`src/rtl/ivl_timer_pkg.sv`:
```
package ivl_timer_pkg;
   localparam int A_STAT  = 0;
   localparam int A_CTRL  = 1;
   localparam int A_PERLO = 2;
   localparam int A_SNPLO = 4;
   localparam int NHALF   = 2;

   localparam int CB_IEN  = 0;
   localparam int CB_CONT = 1;
   localparam int CB_GO   = 2;
   localparam int CB_HALT = 3;

   localparam int SB_FLAG = 0;
   localparam int SB_RUN  = 1;

   typedef struct packed {
      logic cont;
      logic ien;
   } ctl_t;
endpackage

```
`src/rtl/ivl_timer_core.sv`:
```
module ivl_timer_core #(
   parameter int CNT_W = 32
) (
   input  logic             clk,
   input  logic             rst_n,
   input  logic [CNT_W-1:0] period,
   input  logic [CNT_W-1:0] load_val,
   input  logic             load,
   input  logic             cont,
   input  logic             go,
   input  logic             halt,
   input  logic             clr,
   output logic [CNT_W-1:0] cnt,
   output logic             running,
   output logic             flag
);
   logic tick;
   logic at_zero;

   assign tick    = running && !halt && !load;
   assign at_zero = (cnt == '0);

   always_ff @(posedge clk) begin
      if (!rst_n) begin
         cnt     <= '1;
         running <= 1'b0;
         flag    <= 1'b0;
      end else begin
         if (load)
            cnt <= load_val;
         else if (tick)
            cnt <= at_zero ? period : cnt - 1'b1;

         if (load || halt)
            running <= 1'b0;
         else if (go)
            running <= 1'b1;
         else if (tick && at_zero && !cont)
            running <= 1'b0;

         if (tick && at_zero)
            flag <= 1'b1;
         else if (clr)
            flag <= 1'b0;
      end
   end

   AST_DECREMENT: assert property (@(posedge clk) disable iff (!rst_n)
      (tick && !at_zero) |=> (cnt == $past(cnt) - 1'b1));
   AST_RELOAD: assert property (@(posedge clk) disable iff (!rst_n)
      (tick && at_zero) |=> (flag && cnt == $past(period)));
   AST_ONESHOT_HALT: assert property (@(posedge clk) disable iff (!rst_n)
      (tick && at_zero && !cont && !go) |=> !running);
   AST_STOP_WINS: assert property (@(posedge clk) disable iff (!rst_n)
      halt |=> (!running && cnt == $past(cnt)));
   AST_LOAD_STOPS: assert property (@(posedge clk) disable iff (!rst_n)
      load |=> (!running && cnt == $past(load_val)));
   AST_FLAG_STICKY: assert property (@(posedge clk) disable iff (!rst_n)
      (flag && !clr) |=> flag);
endmodule

```
`src/rtl/ivl_timer_regs.sv`:
```
module ivl_timer_regs
   import ivl_timer_pkg::*;
#(
   parameter int BUS_W  = 16,
   parameter int CNT_W  = 32,
   parameter int ADDR_W = 3
) (
   input  logic              clk,
   input  logic              rst_n,
   input  logic [ADDR_W-1:0] addr,
   input  logic [BUS_W-1:0]  wdata,
   input  logic              wr,
   input  logic              rd,
   input  logic [CNT_W-1:0]  cnt,
   input  logic              running,
   input  logic              flag,
   output logic [CNT_W-1:0]  period,
   output logic [CNT_W-1:0]  per_nx,
   output logic              per_load,
   output logic              go,
   output logic              halt,
   output logic              clr,
   output ctl_t              ctl,
   output logic [BUS_W-1:0]  rdata
);
   generate
      if (CNT_W != NHALF * BUS_W) begin : g_bad_width
         $error("ivl_timer_regs: CNT_W must be twice BUS_W");
      end
      if (BUS_W < 4) begin : g_bad_bus
         $error("ivl_timer_regs: BUS_W must hold the control bits");
      end
      if (ADDR_W < 3) begin : g_bad_addr
         $error("ivl_timer_regs: ADDR_W must reach six words");
      end
   endgenerate

   logic             ctl_wr;
   logic             snap_wr;
   logic [NHALF-1:0] per_hit;
   logic [CNT_W-1:0] snap_q;

   assign ctl_wr   = wr && (addr == ADDR_W'(A_CTRL));
   assign snap_wr  = wr && (addr == ADDR_W'(A_SNPLO));
   assign clr      = wr && (addr == ADDR_W'(A_STAT));
   assign go       = ctl_wr && wdata[CB_GO];
   assign halt     = ctl_wr && wdata[CB_HALT];
   assign per_load = |per_hit;

   for (genvar h = 0; h < NHALF; h++) begin : g_half
      assign per_hit[h] = wr && (addr == ADDR_W'(A_PERLO + h));
      assign per_nx[h*BUS_W +: BUS_W] = per_hit[h] ? wdata : period[h*BUS_W +: BUS_W];
   end

   always_ff @(posedge clk) begin
      if (!rst_n) begin
         period <= '1;
         ctl    <= '0;
         snap_q <= '0;
      end else begin
         period <= per_nx;
         if (ctl_wr) begin
            ctl.ien  <= wdata[CB_IEN];
            ctl.cont <= wdata[CB_CONT];
         end
         if (snap_wr)
            snap_q <= cnt;
      end
   end

   always_comb begin
      rdata = '0;
      if (rd) begin
         if (addr == ADDR_W'(A_STAT)) begin
            rdata[SB_FLAG] = flag;
            rdata[SB_RUN]  = running;
         end else if (addr == ADDR_W'(A_CTRL)) begin
            rdata[CB_IEN]  = ctl.ien;
            rdata[CB_CONT] = ctl.cont;
         end
         for (int h = 0; h < NHALF; h++) begin
            if (addr == ADDR_W'(A_PERLO + h))
               rdata = period[h*BUS_W +: BUS_W];
            if (addr == ADDR_W'(A_SNPLO + h))
               rdata = snap_q[h*BUS_W +: BUS_W];
         end
      end
   end

   AST_SNAP_HOLD: assert property (@(posedge clk) disable iff (!rst_n)
      !snap_wr |=> $stable(snap_q));
   AST_SNAP_TAKE: assert property (@(posedge clk) disable iff (!rst_n)
      snap_wr |=> (snap_q == $past(cnt)));
endmodule

```
`src/rtl/ivl_timer.sv`:
```
module ivl_timer
   import ivl_timer_pkg::*;
#(
   parameter int BUS_W  = 16,
   parameter int ADDR_W = 3,
   localparam int CNT_W = NHALF * BUS_W
) (
   input  logic              clk,
   input  logic              rst_n,
   input  logic [ADDR_W-1:0] bus_addr,
   input  logic [BUS_W-1:0]  bus_wdata,
   input  logic              bus_wr,
   input  logic              bus_rd,
   output logic [BUS_W-1:0]  bus_rdata,
   output logic              irq
);
   logic [CNT_W-1:0] period;
   logic [CNT_W-1:0] per_nx;
   logic [CNT_W-1:0] cnt;
   logic             per_load, go, halt, clr, running, flag;
   ctl_t             ctl;

   ivl_timer_regs #(.BUS_W(BUS_W), .CNT_W(CNT_W), .ADDR_W(ADDR_W)) u_regs (
      .clk(clk), .rst_n(rst_n), .addr(bus_addr), .wdata(bus_wdata),
      .wr(bus_wr), .rd(bus_rd), .cnt(cnt), .running(running), .flag(flag),
      .period(period), .per_nx(per_nx), .per_load(per_load), .go(go),
      .halt(halt), .clr(clr), .ctl(ctl), .rdata(bus_rdata)
   );

   ivl_timer_core #(.CNT_W(CNT_W)) u_core (
      .clk(clk), .rst_n(rst_n), .period(period), .load_val(per_nx),
      .load(per_load), .cont(ctl.cont), .go(go), .halt(halt), .clr(clr),
      .cnt(cnt), .running(running), .flag(flag)
   );

   assign irq = flag & ctl.ien;

   AST_IRQ_FOLLOWS: assert property (@(posedge clk) disable iff (!rst_n)
      (bus_wr && bus_addr == ADDR_W'(A_STAT) && !running) |=> !irq);
endmodule

```
`config.mk`:
```
export PLATFORM = sky130hd
export DESIGN_NAME = ivl_timer
export DESIGN_NICKNAME = d
export VERILOG_FILES = /design/src/rtl/ivl_timer_pkg.sv /design/src/rtl/ivl_timer_core.sv /design/src/rtl/ivl_timer_regs.sv /design/src/rtl/ivl_timer.sv
export SDC_FILE = /design/constraint.sdc
export NUM_CORES = 1
export LEC_CHECK = 0
export ABC_CLOCK_PERIOD_IN_PS = 2600
export BUFFER_PORTS_ARGS = -buffer_cell sky130_fd_sc_hd__buf_2
export CORE_ASPECT_RATIO = 1.5
export CORE_MARGIN = 5
export CORE_UTILIZATION = 35
export CTS_BUF_LIST = sky130_fd_sc_hd__clkbuf_16
export DETAILED_ROUTE_END_ITERATION = 10
export MAX_ROUTING_LAYER = met4
export SLEW_MARGIN = 30
export SYNTH_ARGS = -nofsm -noshare
export SYNTH_HDL_FRONTEND = slang
export SYNTH_SLANG_ARGS = --single-unit
```
`constraint.sdc`:
```
create_clock -name clk -period 2.6 [get_ports clk]
set_clock_uncertainty 0.05 [all_clocks]
set_input_delay 0.39 -clock clk [delete_from_list [all_inputs] [get_ports clk]]
set_output_delay 0.39 -clock clk [all_outputs]
set_load 0.01 [all_outputs]
```
# --- Yosys cells after proc, flatten, opt, wreduce, memory -nomap -nowiden ---
# Cells that the tools add are included.
classes:
  mux: 16
  n_addsub: 1
  bitwise: 2
  eq_ne: 5
  n_reduce_logical: 22
op_table:
  columns: ["operator", "n"]
  rows:
  - ["$mux W16", 7]
  - ["$mux W32", 3]
  - ["$logic_not A32 Y1", 1]
  - ["$sub A32 B1 Y32 const B", 1]
  - ["$logic_and A1 B1 Y1", 11]
  - ["$eq A3 B2 Y1 const B", 2]
  - ["$eq A3 B3 Y1 const B", 2]
  - ["$reduce_bool A2 Y1", 3]
  - ["$mux W1", 4]
  - ["$mux W2", 2]
  - ["$reduce_or A2 Y1", 2]
  - ["$eq A3 B1 Y1 const B", 1]
  - ["$logic_not A1 Y1", 3]
  - ["$logic_not A3 Y1", 1]
  - ["$and A1 B1 Y1", 1]
  - ["$logic_or A1 B1 Y1", 1]
  - ["$not A1 Y1", 1]
word_totals:
  reg_bits: 100
  out_inout_bits: 17
  input_bits: 23

# --- Depth between registers and ports, before layout ---
depth:
  word_depth: 10
  mapped_depth: 8
  ltp_nobuf: 7

# --- Modules after synthesis ---
# From an unflattened synthesis, not the netlist that was laid out.
hier_totals:
  cells_unflattened: 699
  area_unflattened_um2: 5719.2
by_module_without_submodules:
  columns: ["module", "n_inst", "area_each_um2", "cells_per_inst", "seq_area_each_um2"]
  rows:
  - ["ivl_timer_regs", 1, 3224.3, 346, 1321.3]
  - ["ivl_timer_core", 1, 2488.6, 352, 680.7]
  - ["ivl_timer", 1, 6.3, 1, 0.0]

# --- Worst setup path after synthesis ---
# Ideal clock, no wire load.
synth_path:
  kind: "reg-to-reg"
  from: "reg u_core.cnt[24]"
  to: "reg u_core.cnt[20]"
  setup_time_ns: 0.130
  setup_slack_ns: 0.218
  arrival_ns: 2.201
  path_buffers: 2
  path_stages_with_launch: 8
  required_time_ns: 2.420
  synth_period_minus_slack_ns: 2.382
  cell_sequence: "dfxtp_1 or4_4 or4_4 or4_1 buf_6 nand2_8 buf_12 o211ai_1"
synth_between:
  elab_chain_cells: 4
synth_rtl:
  columns: ["element", "line_no", "source"]
  rows:
  - ["from (decl)", "ivl_timer_core.sv:13", "output logic [CNT_W-1:0] cnt,"]
  - ["from (signal assigned)", "ivl_timer_core.sv:30", "cnt <= load_val;"]
  - ["from (signal assigned)", "ivl_timer_core.sv:32", "cnt <= at_zero ? period : cnt - 1'b1;"]
  - ["$logic_not A32 Y1", "ivl_timer_core.sv:21", "assign at_zero = (cnt == '0);"]
  - ["$mux W32", "ivl_timer_core.sv:32", null]
  - ["$mux W32", "ivl_timer_core.sv:31", "else if (tick)"]
  - ["$mux W32", "ivl_timer_core.sv:29", "if (load)"]
# No other way between the ends. The select of a mux whose other input is x is not followed.
# A chain may end at the register's enable or synchronous reset.

# --- Worst setup path in the final report ---
layout_path:
  from: "reg u_core.cnt[25]"
  to: "reg u_core.cnt[31]"
layout_between:
  elab_chain_cells: 4
  elab_cells_between_ends: 5
  cone_classes: "add/sub: 1; mux: 3; reduce/logical: 1"
layout_rtl:
  columns: ["element", "line_no"]
  rows:
  - ["$sub A32 B1 Y32 / $logic_not A32 Y1 (equally long branches)", "ivl_timer_core.sv:32, ivl_timer_core.sv:21"]
  - ["$mux W32 *", "ivl_timer_core.sv:32"]
  - ["$mux W32 *", "ivl_timer_core.sv:31"]
  - ["$mux W32 *", "ivl_timer_core.sv:29"]
# Every way passes the cells marked *; elsewhere a longest branch is shown, timed or not. The select of a mux whose other input is x is not followed.

==> reports/metrics.cfg <==
[detailed_routing]
via_per_inst = 5.59
postRouteAntennaNets = 0
routedWlPerCell_microns = 18.5
first_pass_iters = 10
wl_met2_microns = 8230
wl_met3_microns = 721
top_layer = met4
vias = 4928
routed_wirelength_microns = 16300
first_iter_violations = 384
drc = 0
wl_met1_microns = 6860

[timing]
relSlewSlack = 0.535
setup_tns_ns = 0
whs_ns = 0.243
slew_viol_final = 0
fin_crit_ns = 2.43
hold_viol_final = 0
tightest_slew_ns = 0.698
rsz0062_at_grt = no
setup-violations-final = 0
period_share = 0.936
fmax_mhz = 411
worst_slack_ns = 0.166

[clock_tree]
clock_sinks = 100
cts_root_buf = clkbuf_16
post_cts_buffers = 0
clock_latency_ns = 0.35
cts_buffer_depth = 2
htree_levels = 3
tritoncts = yes
cts_made_buffers = 9
cts.clk_slew.worst_paths_ns = 0.07

[min_path]
worstHoldPathCells = 3
hold_class = input port to flop
whs_endpoint = u_regs.period[30]$_SDFF_PN1_
worstHoldStart = bus_wdata[14]

[logic_synthesis]
async_flop_share = 0
yosysMostFrequentCell = nand2_1
syn-cell-area_sq_um = 5250
ys_warn_count = 0
ys.flop_type = dfxtp_1
synth_area_leaders = dfxtp_1, nand2_1, mux2i_1, a22oi_1, a21boi_0
synth_top_area_frac = 0.381
avgSynthCellArea_sq_um = 8.14
synthTopCellsByCount = nand2_1, dfxtp_1, clkbuf_1
syn_nets = 670
netlist_instances = 645
yosysSeqAreaShare = 0.381
ys_types = 54
ys_ff_latch = 100
synth_top_area_cell = dfxtp_1
synth_edf_count = 0

[floorplanning]
start_util = 0.358
rows = 54
fp.coreArea_sq_um = 14700
die_h_microns = 160
ios = 40
dieArea_sq_um = 17600
die_x_microns = 110

[placement]
place_ws_ns = 0.0923
dp_hpwl_microns = 11800
postPlaceCellArea_sq_um = 5810
port_buffers = 39
gp_congestion = 0.915

[setup_path]
cp_max_fo = 5
reg2reg_slack_ns = 0.17
worst_r2r_endpoint = u_core.cnt[31]$_SDFFE_PN1P_
startpoint_type = flop
crit_arrival_ns = 2.65
worstPathRequired_ns = 2.82
cp-end-kind = flop
r2r_cells = 7
r2r_start = u_core.cnt[25]$_SDFFE_PN1P_
worstSetupPathType = flop to flop

[layout]
num-nets-final = 706
diodes = 0
multi_input_area_sq_um = 3030
fin_area_sq_um = 6110
fillCellCount = 1485
syn_to_final_growth_pct = 16.4
final-seq-area_sq_um = 2000
drive_gt1_frac = 0.162

[global_routing]
grt_max_degree = 37
grt_pass1_vias = 4914
antenna_found_initial = 0
grt-ovfl-total = 0
grt_pass1_wl_microns = 26100
track_usage = 0.194

[power]
p_comb_frac = 0.119
powerDensity_nw_per_um2 = 558
power.switching_mw = 0.896
vdd_drop_max_v = 0.000297
switching_share = 0.263
leakage_nw = 2.43
internal_power_mw = 2.51
seq_power_share = 0.493
finalPower_mw = 3.41
power_frac_clock = 0.388

[run]
drv_cap = 0

[run_status]
run_status = finished, final reports clean

-- cells by family after synthesis --
| group | share of synthesized area |
|---|---|
| AO/OA/AOI/OAI | 0.205 |
| XOR/XNOR | 0.0417 |
| adder cells (fa/ha/maj) | 0.00477 |
| buffers and inverters | 0.0479 |
| flip-flops | 0.381 |
| multiplexers | 0.0591 |
| AND/OR/NAND/NOR | 0.260 |
-- how the worst max path moves through the flow --
stage,from,to,slack [ns],depth (start not counted)
2_1_floorplan,u_core.cnt[24]$_SDFFE_PN1P_,u_core.cnt[20]$_SDFFE_PN1P_,0.22,7
3_3_place_gp,u_core.cnt[25]$_SDFFE_PN1P_,u_core.cnt[24]$_SDFFE_PN1P_,0.14,5
3_5_place_dp,u_core.cnt[25]$_SDFFE_PN1P_,u_core.cnt[24]$_SDFFE_PN1P_,0.09,5
4_1_cts,u_core.cnt[25]$_SDFFE_PN1P_,u_core.cnt[24]$_SDFFE_PN1P_,0.07,5
5_1_grt,u_core.cnt[0]$_SDFFE_PN1P_,u_core.cnt[2]$_SDFFE_PN1P_,0.06,8
6_report,u_core.cnt[25]$_SDFFE_PN1P_,u_core.cnt[31]$_SDFFE_PN1P_,0.17,7
-- routing by layer --
metal | vias to the layer above | global-route usage
li1 | 2385 | -
met1 | 2358 | 0.239
met2 | 150 | 0.316
met3 | 35 | 0.0271
met4 | 0 | 0.0754
met5 | - | -
-- power groups by stage --
stage | Sequential [mW] | Combinational (mW) | Clock [mW]
2_1_floorplan | 1.68 | 0.275 | 0
3_3_place_gp | 1.71 | 0.398 | 0
3_5_place_dp | 1.71 | 0.405 | 0
4_1_cts | 1.68 | 0.406 | 1.32
5_1_grt | 1.69 | 0.449 | 1.39
6_report | 1.68 | 0.406 | 1.32
-- cells in the final DEF (no fill, tap or decap), types with 13 or more instances in the layout --
| master | count |
|---|---|
| dfxtp_1 | 100 |
| nor3_1 | 15 |
| a22oi_1 | 30 |
| buf_4 | 39 |
| xnor2_1 | 20 |
| o22ai_1 | 14 |
| a21boi_0 | 26 |
| o21ai_0 | 13 |
| nor4_1 | 13 |
| nor2_1 | 24 |
| mux2i_1 | 31 |
| o211a_1 | 14 |
| nand3_1 | 36 |
| buf_2 | 40 |
| nand2_1 | 147 |
| o211ai_1 | 18 |
-- worst max-delay path, stage by stage, from the launching register on --
cell	delay [ns]
dfxtp_1	0.36
or4_4	0.55
or4_4	0.44
buf_4	0.17
nor4_2	0.28
buf_4	0.22
nand2_1	0.10
o221ai_1	0.20
-- final cells by class --
cell class | count | share of cell area
inverter | 4 | 0.00246
tap | 196 | 0.0401
clock buffer | 9 | 0.0369
timing repair buffer | 81 | 0.0872
multi-input combinational | 485 | 0.496
sequential | 100 | 0.328
clock inverter | 6 | 0.00942
-- stage by stage --
stage / std cells / util
finish: 881 / 0.417
global route: 881 / 0.417
CTS: 880 / 0.416
detailed placement: 865 / 0.396
global placement: 865 / 0.396
floorplan: 645 / -
-- flip-flops by register name, indices dropped and copies added (netlist names) --
name	cells
u_core.cnt	32
u_regs.period	32
u_regs.snap_q	32
u_regs.ctl	2
u_core.flag	1
u_core.running	1
-- repair_timing --
action	4_1_cts	5_1_grt
gates resized for setup	0	5
setup endpoints to repair	0	9
hold buffers	0	0
Note: power is estimated with default switching activity, not from simulation.
